==> src/rtl/cmos_pkg.sv <==
package cmos_pkg;

    localparam int IDX_W = 7;
    localparam logic [2:0] ONE_BYTE = 3'd1;

    // register indices (software-visible map)
    localparam logic [IDX_W-1:0] REG_SEC      = 7'h00;
    localparam logic [IDX_W-1:0] REG_MIN      = 7'h02;
    localparam logic [IDX_W-1:0] REG_HOUR     = 7'h04;
    localparam logic [IDX_W-1:0] REG_WDAY     = 7'h06;
    localparam logic [IDX_W-1:0] REG_MDAY     = 7'h07;
    localparam logic [IDX_W-1:0] REG_MON      = 7'h08;
    localparam logic [IDX_W-1:0] REG_YEAR     = 7'h09;
    localparam logic [IDX_W-1:0] REG_RATE     = 7'h0A;
    localparam logic [IDX_W-1:0] REG_MODE     = 7'h0B;
    localparam logic [IDX_W-1:0] REG_FLAGS    = 7'h0C;
    localparam logic [IDX_W-1:0] REG_POWER    = 7'h0D;
    localparam logic [IDX_W-1:0] REG_STORE_LO = 7'h0E;
    localparam logic [IDX_W-1:0] REG_CENTURY  = 7'h32;

    localparam int STORE_LO    = int'(REG_STORE_LO);
    localparam int STORE_DEPTH = (1 << IDX_W) - STORE_LO;

    // mode register bit positions
    localparam int MODE_24H_BIT  = 1;
    localparam int MODE_BIN_BIT  = 2;
    localparam int MODE_TICK_BIT = 6;
    localparam int MODE_HALT_BIT = 7;
    localparam int RATE_BUSY_BIT = 7;

    localparam logic [7:0] MODE_RESET   = 8'h00;
    localparam logic [7:0] RATE_RESET   = 8'h00;
    localparam logic [7:0] INDEX_RD_VAL = 8'hFF;
    localparam logic [7:0] FLAGS_VAL    = 8'h00;
    localparam logic [7:0] POWER_VAL    = 8'h80;

    typedef enum logic [1:0] {
        ACC_NONE  = 2'd0,
        ACC_INDEX = 2'd1,
        ACC_DATA  = 2'd2
    } acc_port_e;

    typedef struct packed {
        acc_port_e  port;
        logic       wr;
        logic       size_ok;
        logic [7:0] wdata;
    } bus_req_t;

    typedef struct packed {
        logic [5:0] sec;
        logic [5:0] min;
        logic [4:0] hour;
        logic [2:0] wday;
        logic [4:0] mday;
        logic [3:0] mon;
        logic [6:0] yr;
    } tod_t;

    function automatic logic [7:0] to_bcd(input logic [6:0] v);
        logic [7:0] r;
        r[7:4] = 4'(v / 7'd10);
        r[3:0] = 4'(v % 7'd10);
        return r;
    endfunction

    function automatic logic [7:0] encode(input logic [6:0] v, input logic bin);
        return bin ? {1'b0, v} : to_bcd(v);
    endfunction

    function automatic logic [7:0] fmt_hour(input logic [4:0] h, input logic h24,
                                            input logic bin);
        logic [6:0] disp;
        logic       pm;
        pm = 1'b0;
        if (h24) begin
            disp = {2'b00, h};
        end else begin
            pm = (h >= 5'd12);
            if (h == 5'd0)
                disp = 7'd12;
            else if (h > 5'd12)
                disp = 7'(h - 5'd12);
            else
                disp = {2'b00, h};
        end
        return encode(disp, bin) | {pm, 7'b0};
    endfunction

    function automatic logic index_known(input logic [IDX_W-1:0] idx);
        return (idx >= REG_STORE_LO) ||
               (idx inside {REG_SEC, REG_MIN, REG_HOUR, REG_WDAY, REG_MDAY,
                            REG_MON, REG_YEAR, REG_RATE, REG_MODE,
                            REG_FLAGS, REG_POWER});
    endfunction

endpackage

==> src/rtl/cmos_port_decode.sv <==
module cmos_port_decode
    import cmos_pkg::*;
#(
    parameter int                ADDR_W    = 16,
    parameter logic [ADDR_W-1:0] BASE_ADDR = 'h70
) (
    input  logic              valid,
    input  logic              write,
    input  logic [ADDR_W-1:0] addr,
    input  logic [2:0]        bytes,
    input  logic [7:0]        wdata,
    output bus_req_t          req
);
    localparam logic [ADDR_W-1:0] DATA_ADDR = BASE_ADDR + 1'b1;

    always_comb begin
        req.port = ACC_NONE;
        if (valid) begin
            if (addr == BASE_ADDR)
                req.port = ACC_INDEX;
            else if (addr == DATA_ADDR)
                req.port = ACC_DATA;
        end
        req.wr      = write;
        req.size_ok = (bytes == ONE_BYTE);
        req.wdata   = wdata;
    end
endmodule

==> src/rtl/cmos_index_reg.sv <==
module cmos_index_reg
    import cmos_pkg::*;
(
    input  logic             clk,
    input  logic             rst,
    input  bus_req_t         req,
    output logic [IDX_W-1:0] idx_q,
    output logic             idx_reject
);
    logic             idx_wr;
    logic [IDX_W-1:0] new_idx;

    assign new_idx    = req.wdata[IDX_W-1:0];
    assign idx_wr     = (req.port == ACC_INDEX) && req.wr && req.size_ok;
    assign idx_reject = idx_wr && !index_known(new_idx);

    always_ff @(posedge clk) begin
        if (rst)
            idx_q <= REG_SEC;
        else if (idx_wr && !idx_reject)
            idx_q <= new_idx;
    end
endmodule

==> src/rtl/cmos_tod_snapshot.sv <==
module cmos_tod_snapshot
    import cmos_pkg::*;
(
    input  logic clk,
    input  logic rst,
    input  logic sec_tick,
    input  logic halt,
    input  tod_t live,
    output tod_t snap_q,
    output logic primed_q
);
    // first cycle out of reset always loads; afterwards only on an unhalted tick
    always_ff @(posedge clk) begin
        if (rst) begin
            snap_q   <= '0;
            primed_q <= 1'b0;
        end else begin
            primed_q <= 1'b1;
            if (!primed_q || (sec_tick && !halt))
                snap_q <= live;
        end
    end
endmodule

==> src/rtl/cmos_store.sv <==
module cmos_store
    import cmos_pkg::*;
#(
    parameter int LO    = STORE_LO,
    parameter int DEPTH = STORE_DEPTH
) (
    input  logic             clk,
    input  logic             rst,
    input  logic             wr_en,
    input  logic [IDX_W-1:0] idx,
    input  logic [7:0]       wdata,
    input  logic [7:0]       init_century,
    output logic [7:0]       rd_byte
);
    localparam int CENT_SLOT = int'(REG_CENTURY) - LO;

    logic [7:0]       cells [DEPTH];
    logic [IDX_W-1:0] slot;

    assign slot    = idx - IDX_W'(LO);
    assign rd_byte = cells[slot];

    always_ff @(posedge clk) begin
        if (rst) begin
            for (int i = 0; i < DEPTH; i++)
                cells[i] <= (i == CENT_SLOT) ? init_century : 8'h00;
        end else if (wr_en) begin
            cells[slot] <= wdata;
        end
    end
endmodule

==> src/rtl/cmos_regfile.sv <==
module cmos_regfile
    import cmos_pkg::*;
#(
    parameter int                ADDR_W    = 16,
    parameter logic [ADDR_W-1:0] BASE_ADDR = 'h70
) (
    input  logic              clk,
    input  logic              rst,
    input  logic              bus_valid,
    input  logic              bus_write,
    input  logic [ADDR_W-1:0] bus_addr,
    input  logic [2:0]        bus_bytes,
    input  logic [7:0]        bus_wdata,
    output logic [7:0]        bus_rdata,
    output logic              bus_rd_valid,
    output logic              bus_err,
    input  logic              sec_tick,
    input  logic [5:0]        cal_sec,
    input  logic [5:0]        cal_min,
    input  logic [4:0]        cal_hour,
    input  logic [2:0]        cal_wday,
    input  logic [4:0]        cal_mday,
    input  logic [3:0]        cal_mon,
    input  logic [13:0]       cal_year
);
    bus_req_t         req;
    logic [IDX_W-1:0] idx_q;
    logic             idx_reject;
    tod_t             live;
    tod_t             snap_q;
    logic             snap_primed;
    logic [7:0]       stat_a_q;
    logic [7:0]       stat_b_q;
    logic [7:0]       store_byte;
    logic [7:0]       century_enc;
    logic [7:0]       rd_byte;
    logic             data_wr;
    logic             mode_reject;
    logic             size_reject;
    logic             rd_go;
    logic             fmt_bin;
    logic             fmt_24h;

    cmos_port_decode #(.ADDR_W(ADDR_W), .BASE_ADDR(BASE_ADDR)) u_dec (
        .valid (bus_valid),
        .write (bus_write),
        .addr  (bus_addr),
        .bytes (bus_bytes),
        .wdata (bus_wdata),
        .req   (req)
    );

    cmos_index_reg u_idx (
        .clk        (clk),
        .rst        (rst),
        .req        (req),
        .idx_q      (idx_q),
        .idx_reject (idx_reject)
    );

    always_comb begin
        live.sec  = cal_sec;
        live.min  = cal_min;
        live.hour = cal_hour;
        live.wday = cal_wday;
        live.mday = cal_mday;
        live.mon  = cal_mon;
        live.yr   = 7'(cal_year % 14'd100);
    end

    cmos_tod_snapshot u_snap (
        .clk      (clk),
        .rst      (rst),
        .sec_tick (sec_tick),
        .halt     (stat_b_q[MODE_HALT_BIT]),
        .live     (live),
        .snap_q   (snap_q),
        .primed_q (snap_primed)
    );

    // century preload uses the mode that holds during reset
    assign century_enc = encode(7'(cal_year / 14'd100), MODE_RESET[MODE_BIN_BIT]);

    assign size_reject = (req.port != ACC_NONE) && !req.size_ok;
    assign data_wr     = (req.port == ACC_DATA) && req.wr && req.size_ok;
    assign mode_reject = data_wr && (idx_q == REG_MODE) && req.wdata[MODE_TICK_BIT];
    assign rd_go       = (req.port != ACC_NONE) && !req.wr && req.size_ok;

    cmos_store u_store (
        .clk          (clk),
        .rst          (rst),
        .wr_en        (data_wr && (idx_q >= REG_STORE_LO)),
        .idx          (idx_q),
        .wdata        (req.wdata),
        .init_century (century_enc),
        .rd_byte      (store_byte)
    );

    always_ff @(posedge clk) begin
        if (rst) begin
            stat_a_q <= RATE_RESET;
            stat_b_q <= MODE_RESET;
        end else if (data_wr) begin
            if (idx_q == REG_RATE)
                stat_a_q <= req.wdata & ~(8'h01 << RATE_BUSY_BIT);
            if ((idx_q == REG_MODE) && !mode_reject)
                stat_b_q <= req.wdata;
        end
    end

    assign fmt_bin = stat_b_q[MODE_BIN_BIT];
    assign fmt_24h = stat_b_q[MODE_24H_BIT];

    always_comb begin
        case (idx_q)
            REG_SEC:   rd_byte = encode({1'b0, snap_q.sec}, fmt_bin);
            REG_MIN:   rd_byte = encode({1'b0, snap_q.min}, fmt_bin);
            REG_HOUR:  rd_byte = fmt_hour(snap_q.hour, fmt_24h, fmt_bin);
            REG_WDAY:  rd_byte = encode({4'b0, snap_q.wday} + 7'd1, fmt_bin);
            REG_MDAY:  rd_byte = encode({2'b0, snap_q.mday}, fmt_bin);
            REG_MON:   rd_byte = encode({3'b0, snap_q.mon} + 7'd1, fmt_bin);
            REG_YEAR:  rd_byte = encode(snap_q.yr, fmt_bin);
            REG_RATE:  rd_byte = stat_a_q;
            REG_MODE:  rd_byte = stat_b_q;
            REG_FLAGS: rd_byte = FLAGS_VAL;
            REG_POWER: rd_byte = POWER_VAL;
            default:   rd_byte = store_byte;
        endcase
    end

    always_ff @(posedge clk) begin
        if (rst) begin
            bus_rdata    <= 8'h00;
            bus_rd_valid <= 1'b0;
            bus_err      <= 1'b0;
        end else begin
            bus_rd_valid <= rd_go;
            bus_err      <= size_reject || idx_reject || mode_reject;
            if (rd_go)
                bus_rdata <= (req.port == ACC_INDEX) ? INDEX_RD_VAL : rd_byte;
        end
    end
endmodule

==> config.mk <==
export PLATFORM = sky130hd
export DESIGN_NAME = cmos_regfile
export DESIGN_NICKNAME = d
export VERILOG_FILES = /design/src/rtl/cmos_pkg.sv /design/src/rtl/cmos_port_decode.sv /design/src/rtl/cmos_index_reg.sv /design/src/rtl/cmos_tod_snapshot.sv /design/src/rtl/cmos_store.sv /design/src/rtl/cmos_regfile.sv
export SDC_FILE = /design/constraint.sdc
export NUM_CORES = 2
export LEC_CHECK = 0
export ABC_AREA = 1
export CORE_UTILIZATION = 55
export DETAILED_ROUTE_END_ITERATION = 16
export DONT_BUFFER_PORTS = 1
export PLACE_DENSITY = 0.81
export SETUP_SLACK_MARGIN = 0.15
export SYNTH_ARGS = -nofsm -noshare
export SYNTH_HDL_FRONTEND = slang
export SYNTH_SLANG_ARGS = --single-unit
export TNS_END_PERCENT = 1
==> constraint.sdc <==
create_clock -name clk -period 5.6 [get_ports clk]
set_input_delay 1.12 -clock clk [delete_from_list [all_inputs] [get_ports clk]]
set_output_delay 1.12 -clock clk [all_outputs]
set_load 0.05 [all_outputs]
== Word level (Yosys, flattened, before mapping) ==
Memories as Yosys holds them, arrays and structs flattened.
Cells that the tools add are included.

* Add/subtract/negate cells: 4
* Divide/modulo/power cells: 18
* Magnitude comparators: 4
* Eq/ne operators: 25
* Muxes and demuxes: 27
* Bitwise logic cells: 1
* Reductions and logical operators: 33

{| class="wikitable"
|+ Operators by type and width
! cell !! number
|-
| $pmux W8 S11 || 1
|-
| $eq A7 B4 Y1 const B || 12
|-
| $mux W8 || 9
|-
| $eq A7 B3 Y1 const B || 6
|-
| $div A7 B4 Y7 const B || 5
|-
| $mod A7 B4 Y7 const B || 5
|-
| $mux W7 || 5
|-
| $eq A16 B7 Y1 const B || 2
|-
| $div A14 B7 Y14 const B || 1
|-
| $div A6 B4 Y7 const B || 2
|-
| $eq A7 B2 Y1 const B || 2
|-
| $ge A7 B4 Y1 const B || 2
|-
| $logic_and A1 B1 Y1 || 14
|-
| $logic_not A7 Y1 || 2
|-
| $mod A14 B7 Y14 const B || 1
|-
| $mod A6 B4 Y7 const B || 2
|-
| $reduce_bool A11 Y1 || 1
|-
| $mux W1 || 9
|-
| $or A8 B8 Y8 || 1
|-
| $reduce_or A8 Y1 || 1
|-
| $div A5 B4 Y7 const B || 1
|-
| $logic_not A1 Y1 || 7
|-
| $mod A5 B4 Y7 const B || 1
|-
| $sub A7 B4 Y7 const B || 1
|-
| 13 further kinds || 19
|}

* Register bits: 69
* Memory bits (writable): 912
* Input bits: 75
* Output and inout port bits: 10
* Logic and storage cells: 127
* Memories kept: 1

{| class="wikitable"
|+ Memory list
! memory !! words !! bits a word !! read ports !! clocked after Yosys merged registers in !! wr ports !! line !! text
|-
| u_store.cells || 114 || 8 || 1 || 0 || 114 || cmos_store.sv:17 || <nowiki>logic [7:0] cells [DEPTH];</nowiki>
|}

== Longest topological paths before layout ==
* Word-level depth: 13
* Gate-level depth with buffers: 58
* Gate-level depth less buffers: 57

== By module ==
A second synthesis with hierarchy kept.

* Cells, all modules: 6409
* Area total of the unflattened synthesis: 54989.0 sq um

{| class="wikitable"
|+ By module, submodules not included
! module !! times used !! cells each !! area an instance (sq um)
|-
| cmos_store || 1 || 5265 || 48017.3
|-
| cmos_regfile || 1 || 815 || 4740.8
|-
| cmos_tod_snapshot || 1 || 238 || 1690.4
|-
| cmos_index_reg || 1 || 59 || 374.1
|-
| cmos_port_decode || 1 || 32 || 166.4
|}

== Worst setup path after synthesis ==
Ideal clock, no wire load.

* Kind: input -> register
* From: input port cal_year[9]
* To: memory u_store.cells[36][2] (data pin)
* Setup time: 0.253 ns
* Data arrival time: 5.787 ns
* Data required time: 5.347 ns
* Setup slack: -0.440 ns
* Stages on the path: 49
* Buffers on the path: 0
* Cell sequence: inv_1 -> a21oi_1 -> nor2_1 -> nand3_2 -> nand3_1 -> nand4_2 -> nand3_4 -> nand2_4 -> nand2_1 -> nand2_2 -> nor2_4 -> nand2_2 -> nand2_4 -> nand2_2 -> nand2_2 -> nor2_4 -> nand2_4 -> nand2_4 -> (+13 left out) -> nand4_2 -> nand3_1 -> nand2_1 -> inv_1 -> ha_1 -> nand3_1 -> nand2_1 -> nand3_2 -> nand2_4 -> nand2_2 -> and2_1 -> ha_1 -> nand2_1 -> nand2_1 -> nand2_1 -> nand2_1 -> nand3_1 -> nand2_1

{| class="wikitable"
|+ RTL lines
! element !! line !! text
|-
| start: declaration || cmos_regfile.sv:24 || <nowiki>input logic [13:0] cal_year</nowiki>
|-
| end: declaration || cmos_store.sv:17 ||
|}

==> impl_results.md <==
- Min-delay worst type: primary input to flop
- Pleak: 20.2 nW
- Multi-input gate area: 15700 µm²
- Least-Margin Pin Slew: 1420 ps
- Setup ws final: 42.5 ps
- DRC Markers: 0
- Yosys reg bits: 1093
- Fillcell total: 6536
- H-tree levels: 3
- Layout Area Growth over Synthesis: 11.5%
- CTS tree: built
- CORE AREA: 88400 µm²
- Via/cell ratio: 6.48
- Number of global-route vias before repair: 35900
- Cell area after synthesis: 49100 µm²
- Boundary Pins: 85
- CTS buffer count: 107
- Most numerous cell in the Yosys netlist: nor2_1
- Ranking of synthesized cells by area: edfxtp_1, nor2_1, a22oi_1
- Core Util, Final: 62.0%
- Final period utilization: 99.2%
- PwrDens: 356 nW/µm²
- Insertion delay to the later sink of the worst-skew pair: 710 ps
- Row cnt: 109
- Outcome: completed
- Largest net degree at the start of global routing: 168
- Die footprint: 90500 µm²
- Slowest CP cell: o21ai_2
- Clk_skew: 58.2 ps
- Clk slew on worst S/H paths: 60 ps
- Setup CP Type: primary input to flop
- Worst path max stage delay: 230 ps
- # nets final: 4686
- Gr usage total: 29.8%
- CP Launch Type: primary input
- Max-cap violations: 0
- Count of input and output buffers: 0
- Clock Sinks: 1093
- DRT iter0 DRCs: 5677
- Crit path time final: 5560 ps
- Initial Util: 55.6%
- FFs w/ async S/R, synth: 0%
- Fmax: 180 MHz
- Yosys top cell area share: 62.6%
- Endpoints failing hold: 0
- Critical Path Sink Type: flop
- Synth Net Count: 4715
- Crit-path most repeated cell: nand2_4
- Die X: 301 µm
- CTS Hold Bufs: 0
- Worst slew margin: 3.85%
- Overflow after GRT: 0
- Pre-CTS setup slack: -838 ps
- Mean Syn Cell Area: 10.7 µm²
- Post-synth top cells: nor2_1, edfxtp_1, nand2_1, a22oi_1, clkbuf_1
- Register Area: 32100 µm²
- Synth Flop Type: edfxtp_1
- Initial antenna violation count: 6
- RePlAce Congestion: 0.931
- Critical path peak fanout: 5
- Die span in y: 301 µm
- Finish-stage setup viols: 0
- HPWL Detailed: 82.9 mm
- First-pass GRT wire length: 206 mm
- Routed wire length: 138 mm
- Wire per inst: 23.6 µm
- Crit path DAT: 5960 ps
- RSZ-0062 raised after global routing: yes
- R2R setup slack: 570 ps
- Cell variety after synth: 60
- Post-synth EDFFs: 1024
- Max Root-Sink Buffers: 3
- Share of layout cells above drive strength 1: 10.5%
- Root Buffer: clkbuf_16
- Overall power: 0.0195 W
- Final ANT Viol Nets: 0
- Peak VDD IR: 0.000286 V
- Vias: 37800
- TritonRoute pass-1 iters: 7
- Seq/Total Area, Yosys: 65.4%
- Ys Warns: 0
- Worst path required time: 6000 ps
- Final Max Slew Viols: 0
- Post-Synthesis Cells: 4608
- Top cell type by total area after synthesis: edfxtp_1
[per-layer routing]
metal	global-route usage [%]	up-vias	routed length, µm
met4	14.8	8	7230
met5	0	-	56
li1	-	16400	-
met2	47.4	2742	64400
met3	6.80	484	17200
met1	38.5	18100	48900
[layout by cell type (no fill, tap or decap), types with 22 or more instances in the layout]
master	instances
a21oi_1	98
a22oi_1	372
a31oi_1	40
a41oi_1	35
buf_4	139
clkbuf_1	33
clkbuf_16	108
clkinv_1	22
dfxtp_1	69
edfxtp_1	1024
ha_1	28
inv_1	169
inv_2	22
nand2_1	646
nand2_2	30
nand2_4	32
nand3_1	232
nand4_1	72
nor2_1	1031
o211ai_1	43
o21ai_0	140
[path summary, 6_finish.rpt]
kind | from | endpoint | cells after the start
worst min-delay path | rst | bus_rd_valid$_SDFF_PP0_ | 1
worst max-delay path | cal_year[12] | u_store.cells[36][4]$_DFFE_PP_ | 49
worst min register to register | stat_b_q[6]$_SDFFE_PP0P_ | stat_b_q[6]$_SDFFE_PP0P_ | 2
worst max register to register | u_idx.idx_q[1]$_SDFFE_PP0P_ | bus_rdata[7]$_SDFFE_PP0P_ | 10
[worst max-delay path, delay by kind of cell]
kind / cells / cell delay, ps
simple gates: 42 / 3840
compound gates: 3 / 480
buf+inv: 3 / 320
fa+ha+maj: 1 / 140
[layout make-up]
class,count,area share [%]
clock inverters,54,0.914
multi-input cells,3012,28.6
diodes,3,0.0137
inverters,210,1.52
well taps,1165,2.66
repair buffers,155,2.41
clock buffers,142,5.19
flip-flops and latches,1093,58.7
[through the flow]
stage	hold WS, ps	cells	TNS (ps)	cell area (µm²)
6_report	477	5834	0	54800
5_1_grt	467	5831	-1050	54800
4_1_cts	465	5822	0	54400
3_5_place_dp	469	5605	-3560	50600
3_3_place_gp	449	5605	-2250	50600
2_1_floorplan	433	4608	-1460	49100
[registers in the layout, summed over array words and instances (netlist names)]
| signal | count |
|---|---|
| u_store.cells | 1024 |
| bus_rd_valid | 1 |
| stat_b_q | 8 |
| bus_err | 1 |
| stat_a_q | 7 |
| u_snap.primed_q | 1 |
| bus_rdata | 8 |
| u_snap.snap_q | 36 |
| u_idx.idx_q | 7 |
[power breakdown]
group / switching [W] / leakage, nW / internal, W
sequential: 0.000110 / 11.0 / 0.00922
combinational: 0.00198 / 7.63 / 0.00130
clock: 0.00314 / 1.61 / 0.00378
total: 0.00523 / 20.2 / 0.0143
[cells by family (layout without fill, tap and decap cells)]
group | after synthesis | in the layout | synth area share [%]
other | 0 | 3 | 0
and+or+nand+nor | 2151 | 2151 | 18.3
xor gates and xnor gates | 18 | 18 | 0.321
DFF | 1093 | 1093 | 65.4
buffers and inverters | 503 | 561 | 3.87
AOI/OAI and AO/OA | 811 | 811 | 11.3
adders and majority gates | 32 | 32 | 0.815
[repair_timing]
| action | CTS | global route |
|---|---|---|
| setup buffers | 21 | 9 |
| pin swaps | 48 | 66 |
| setup endpoints to repair | 4 | 5 |
| resized for setup | 66 | 67 |
No activity file was read; power rests on OpenSTA's default activity.
